===== config.mk =====
export PLATFORM = sky130hd
export DESIGN_NAME = mark_tick_gen
export DESIGN_NICKNAME = d
export VERILOG_FILES = /design/src/rtl/mtg_pkg.sv /design/src/rtl/mtg_meter.sv /design/src/rtl/mtg_synth.sv /design/src/rtl/mtg_req_flag.sv /design/src/rtl/mark_tick_gen.sv
export SDC_FILE = /design/constraint.sdc
export NUM_CORES = 1
export LEC_CHECK = 0
export ABC_AREA = 1
export BUFFER_PORTS_ARGS = -buffer_cell sky130_fd_sc_hd__buf_2
export CORE_MARGIN = 5
export CORE_UTILIZATION = 46
export CTS_CLUSTER_SIZE = 16
export DETAILED_ROUTE_END_ITERATION = 16
export RECOVER_POWER = 25
export SYNTH_ARGS = -nofsm -noshare
export SYNTH_HDL_FRONTEND = slang
export SYNTH_SLANG_ARGS = --single-unit

===== constraint.sdc =====
create_clock -name clk -period 7.7 [get_ports clk]
set_input_delay 0.77 -clock clk [delete_from_list [all_inputs] [get_ports clk]]
set_output_delay 0.77 -clock clk [all_outputs]
set_load 0.005 [all_outputs]

===== src/rtl/mtg_pkg.sv =====
package mtg_pkg;
    parameter int unsigned CNT_W    = 17;
    parameter int unsigned MUL_LOG2 = 3;
    localparam int unsigned MULT    = 1 << MUL_LOG2;
    localparam int unsigned ACC_W   = CNT_W + 1;

    typedef logic [CNT_W-1:0]    period_t;
    typedef logic [MUL_LOG2-1:0] tick_idx_t;
    typedef logic [ACC_W-1:0]    acc_t;

    // what the period meter tells the tick synthesizer each cycle
    typedef struct packed {
        logic    realign;   // qualified edge: emit tick 0, restart phase
        logic    run;       // a period is stored and still valid
        period_t period;    // last measured period in clocks
    } ref_t;

    function automatic period_t abs_diff(period_t a, period_t b);
        return (a > b) ? (a - b) : (b - a);
    endfunction

    function automatic period_t sat_inc(period_t v);
        return (&v) ? v : v + period_t'(1);
    endfunction
endpackage


===== src/rtl/mtg_meter.sv =====
module mtg_meter
    import mtg_pkg::*;
#(
    parameter int unsigned LOCK_TOL = 4
) (
    input  logic clk,
    input  logic rst,
    input  logic line_in,
    output ref_t ref_o,
    output logic locked,
    output logic lost
);
    logic    line_q;
    logic    seen;
    logic    per_valid;
    period_t cnt;
    period_t period;
    period_t meas;
    logic    edge_w;
    logic    timeout;

    assign edge_w  = line_in & ~line_q;
    assign meas    = sat_inc(cnt);
    assign timeout = per_valid & ~edge_w & ({1'b0, meas} >= {period, 1'b0});

    always_ff @(posedge clk) begin
        if (rst) begin
            line_q    <= 1'b0;
            seen      <= 1'b0;
            per_valid <= 1'b0;
            cnt       <= '0;
            period    <= '0;
            locked    <= 1'b0;
            lost      <= 1'b0;
        end else begin
            line_q <= line_in;
            if (edge_w) begin
                cnt  <= '0;
                seen <= 1'b1;
                lost <= 1'b0;
                if (seen) begin
                    period    <= meas;
                    per_valid <= 1'b1;
                    locked    <= per_valid &&
                                 (abs_diff(meas, period) <= period_t'(LOCK_TOL));
                end
            end else if (timeout) begin
                cnt       <= sat_inc(cnt);
                seen      <= 1'b0;
                per_valid <= 1'b0;
                locked    <= 1'b0;
                lost      <= 1'b1;
            end else begin
                cnt <= sat_inc(cnt);
            end
        end
    end

    always_comb begin
        ref_o.realign = edge_w & seen;
        ref_o.run     = per_valid & ~timeout;
        ref_o.period  = period;
    end

    AST_LOST_UNLOCKED: assert property (@(posedge clk) disable iff (rst)
        lost |-> !locked);
    AST_LOCK_ON_EDGE: assert property (@(posedge clk) disable iff (rst)
        $rose(locked) |-> $past(edge_w));
endmodule


===== src/rtl/mtg_synth.sv =====
module mtg_synth
    import mtg_pkg::*;
(
    input  logic clk,
    input  logic rst,
    input  ref_t ref_i,
    output logic tick
);
    acc_t      acc;
    acc_t      step;
    tick_idx_t ntick;
    logic      room;
    logic      mid_tick;

    assign step     = acc + acc_t'(MULT);
    assign room     = (ntick != tick_idx_t'(MULT - 1));
    assign mid_tick = ref_i.run & room & (step >= {1'b0, ref_i.period});
    assign tick     = ref_i.realign | mid_tick;

    always_ff @(posedge clk) begin
        if (rst) begin
            acc   <= '0;
            ntick <= '0;
        end else if (ref_i.realign) begin
            acc   <= '0;
            ntick <= '0;
        end else if (mid_tick) begin
            acc   <= step - {1'b0, ref_i.period};
            ntick <= ntick + tick_idx_t'(1);
        end else if (ref_i.run && room) begin
            acc   <= step;
        end
    end

    AST_MID_CAP: assert property (@(posedge clk) disable iff (rst)
        (!room && !ref_i.realign) |-> !tick);
    AST_REALIGN_RESTART: assert property (@(posedge clk) disable iff (rst)
        ref_i.realign |=> (ntick == '0));
endmodule


===== src/rtl/mtg_req_flag.sv =====
module mtg_req_flag (
    input  logic clk,
    input  logic rst,
    input  logic tick,
    input  logic clr,
    output logic req
);
    always_ff @(posedge clk) begin
        if (rst)       req <= 1'b0;
        else if (tick) req <= 1'b1;
        else if (clr)  req <= 1'b0;
    end
endmodule


===== src/rtl/mark_tick_gen.sv =====
module mark_tick_gen
    import mtg_pkg::*;
#(
    parameter int unsigned LOCK_TOL = 4
) (
    input  logic clk,
    input  logic rst,
    input  logic line_pulse,
    input  logic mark_clr,
    output logic mark_req,
    output logic locked,
    output logic line_lost
);
    ref_t ref_w;
    logic tick;

    mtg_meter #(.LOCK_TOL(LOCK_TOL)) u_meter (
        .clk    (clk),
        .rst    (rst),
        .line_in(line_pulse),
        .ref_o  (ref_w),
        .locked (locked),
        .lost   (line_lost)
    );

    mtg_synth u_synth (
        .clk  (clk),
        .rst  (rst),
        .ref_i(ref_w),
        .tick (tick)
    );

    mtg_req_flag u_flag (
        .clk (clk),
        .rst (rst),
        .tick(tick),
        .clr (mark_clr),
        .req (mark_req)
    );

    AST_TICK_SETS_REQ: assert property (@(posedge clk) disable iff (rst)
        tick |=> mark_req);
    AST_REQ_HOLDS: assert property (@(posedge clk) disable iff (rst)
        (mark_req && !mark_clr) |=> mark_req);
    AST_CLEAR_WORKS: assert property (@(posedge clk) disable iff (rst)
        (mark_clr && !tick) |=> !mark_req);
endmodule


==> summary.md <==
| Metric | Value |
|---|---|
| Combinational power share | `22.2%` |
| Maximum VDD drop | `0.000105 V` |
| CTS tree | `yes` |
| CP max-delay cell | `ha_1` |
| Final WS setup | `3.55 ns` |
| Syn nets | `1,051` |
| Clk_lat worst skew | `0.35 ns` |
| Largest net degree at the start of global routing | `28` |
| DRT Pass-1 Iters | `6` |
| # hold bufs at CTS | `0` |
| Power Density | `143 nW/um^2` |
| DP HPWL | `13.9 mm` |
| Delay of the slowest cell on the worst path | `0.38 ns` |
| Reg clk slew, reported paths | `0.06 ns` |
| Die area | `15,900 sq um` |
| GRT Util Overall | `22.1%` |
| DIE HEIGHT | `126 um` |
| Cells taking the most area after synthesis | `dfxtp_1 (20%), nand2_1 (16%), ha_1 (14%)` |
| FF-to-FF path depth | `28` |
| Inst Count DP | `1,147` |
| Crit Path Category | `reg -> reg` |
| H-tree depth | `3` |
| Fraction of power spent switching nets | `31.8%` |
| Post-synth top area cell | `dfxtp_1` |
| Sequential share of power | `34.2%` |
| Resize count post-CTS | `0` |
| Top cell type's share of synthesized area | `19.7%` |
| Routed Antenna Nets | `0` |
| Layout Area Growth over Synthesis | `7.01%` |
| Num CTS Buffers | `9` |
| Final setup vio count | `0` |
| Top cells by count, synth | `nand2_1 (257), inv_1 (160), nor2_1 (92), a21oi_1 (70), ha_1 (70)` |
| Syn Inst Count | `976` |
| Total power | `0.950 mW` |
| Clock network fraction of design power | `43.6%` |
| Via/cell ratio | `5.12` |
| Fin crit share | `53.9%` |
| Mapped Avg Cell Area | `6.36 sq um` |
| Sw power | `0.301 mW` |
| Util after Layout | `50.2%` |
| Initial Util | `46.9%` |
| Primary FF master, synth | `dfxtp_1` |
| Placement row count | `42` |
| Vias in the first global route | `5,779` |
| Crit path capture type | `flip-flop` |
| Sink Count | `61` |
| Worst setup SP type | `flip-flop` |
| Worst slew margin | `51.7%` |
| Clock skew | `0.0136 ns` |
| Die width | `126 um` |
| Setup_tns | `0 ns` |
| Yosys warns | `0` |
| Drt wl/cell | `14.8 um` |
| Maximum root-to-sink buffer count | `2` |
| Num ports | `7` |
| CTS root buffer | `clkbuf_16` |
| Port bufs | `6` |
| Hold Path Depth | `2` |
| Status | `finished, final reports clean` |
| Antenna violations before repair | `0` |
| DR iter-0 viols | `386` |
| RePlAce Congestion | `0.899` |
| CP most frequent cell | `nand3_1` |
| Data required time of the worst path | `7.97 ns` |
| Setup WS pre-CTS | `3.64 ns` |
| RSZ-0062 raised after global routing | `false` |
| DRC viols | `0` |
| Max-cap violations | `0` |
| Core area | `13,200 sq um` |
| Worst-path fanout max | `12` |
| Minimum clock period | `4.15 ns` |
| Hold WC Path Type | `reg -> reg` |
| First-pass GRT wire length | `28.5 mm` |
| Max Clock Freq | `241 MHz` |
| Post-Syn Area | `6210 sq um` |
| Asr flop ratio synth | `0%` |
| Total Nets Final | `1,057` |
| Postcts setup bufs | `0` |
| Sequential share of the synthesized area | `19.7%` |
| FF+latch count, synth | `61` |
| Post-synth EDFFs | `0` |
| Max-slew violations | `0` |
| Vias | `5,956` |
| Antenna Cells | `0` |
| Share of cells above drive strength 1 | `7.90%` |
| Distinct cells, synth | `43` |
| P_leak | `3.42 nW` |
| Fin. Hold Viols | `0` |
| Least-Margin Pin Slew | `0.723 ns` |
| Arrival time at the worst endpoint | `4.42 ns` |
| Final cell count without fillers | `1,163` |
| Count leader, synth | `nand2_1` |
| Drt total wl | `17.2 mm` |
| Gr ovfl total | `0` |
| Int Pwr | `0.648 mW` |
==> power groups by stage <==
stage | logic [mW] | registers, mW | clock network [mW]
after floorplan | 0.168 | 0.331 | 0
after global placement | 0.209 | 0.332 | 0
after detailed placement | 0.208 | 0.332 | 0
after CTS | 0.209 | 0.325 | 0.424
after global routing | 0.237 | 0.325 | 0.437
final | 0.210 | 0.325 | 0.414
==> critical path: cells and delay by family, from the launching register on <==
family                   cells  cell delay (ns)
flip-flops                   1             0.34
buffers and inverters        3             0.40
AO/OA/AOI/OAI                1             0.11
AND/OR/NAND/NOR             22             2.61
adder cells (fa/ha/maj)      2             0.63
==> layout by cell type, fill, tap and decap left out, drive strengths merged <==
cell type and instances:
nand2 275, inv 165, nor2 101, a21oi 85, ha 70, nand3 65
dfxtp 61, xor2 37, o21ai 29, o22ai 17, nand4 16, clkbuf 15
nor3 12, o21bai 8, xnor2 6, buf 6, o21a 3, nand3b 3
nor4 2, a21boi 2, clkinv 2, or2 1, a21o 1, and2 1
o2111ai 1, fa 1, clkinvlp 1, bufinv 1
==> cell type report <==
type	count	area (sq um)
well taps	176	220
repair buffers	9	48.8
fillers	1400	6600
inverters	165	619
clock buffers	12	246
multi-input cells	736	4240
flip-flops and latches	61	1220
clock inverters	4	47.5
==> kinds of logic (layout without fill, tap and decap cells) <==
group,Yosys count,after routing,synth area share (%)
xor gates and xnor gates,43,43,6.19
AOI/OAI and AO/OA,146,146,13.8
buffers and inverters,179,190,11.6
adders and majority gates,71,71,14.4
DFF,61,61,19.7
and+or+nand+nor,476,476,34.3
==> layer usage <==
metal / part of all wire [%] / GRT usage (%) / wire [um] / up-vias
met4: 3.6 / 9.15 / 612 / 0
met2: 46 / 36.9 / 7880 / 147
li1: - / - / - / 3125
met3: 5.2 / 4.28 / 891 / 37
met5: 0 / 0 / 0 / -
met1: 45 / 27.9 / 7820 / 2647
==> state kept, by name, indices dropped and copies added (netlist names) <==
register           count
u_flag.req             1
u_meter.cnt           17
u_meter.line_q         1
u_meter.locked         1
u_meter.lost           1
u_meter.per_valid      1
u_meter.period        17
u_meter.seen           1
u_synth.acc           18
u_synth.ntick          3
==> metrics by stage <==
step / hold slack (ns) / area, sq um
2_1_floorplan: 0.427 / 6210
3_3_place_gp: 0.443 / 6380
3_5_place_dp: 0.449 / 6380
4_1_cts: 0.458 / 6670
5_1_grt: 0.489 / 6650
6_report: 0.458 / 6650
==> worst paths after layout <==
kind | start | to | slack, ns
max reg2reg | u_meter.cnt[0] | u_meter.locked | 3.55
min reg2reg | u_meter.seen | u_meter.seen | 0.46
min | u_meter.seen | u_meter.seen | 0.46
max | u_meter.cnt[0] | u_meter.locked | 3.55
(Power assumes the default switching activity.)
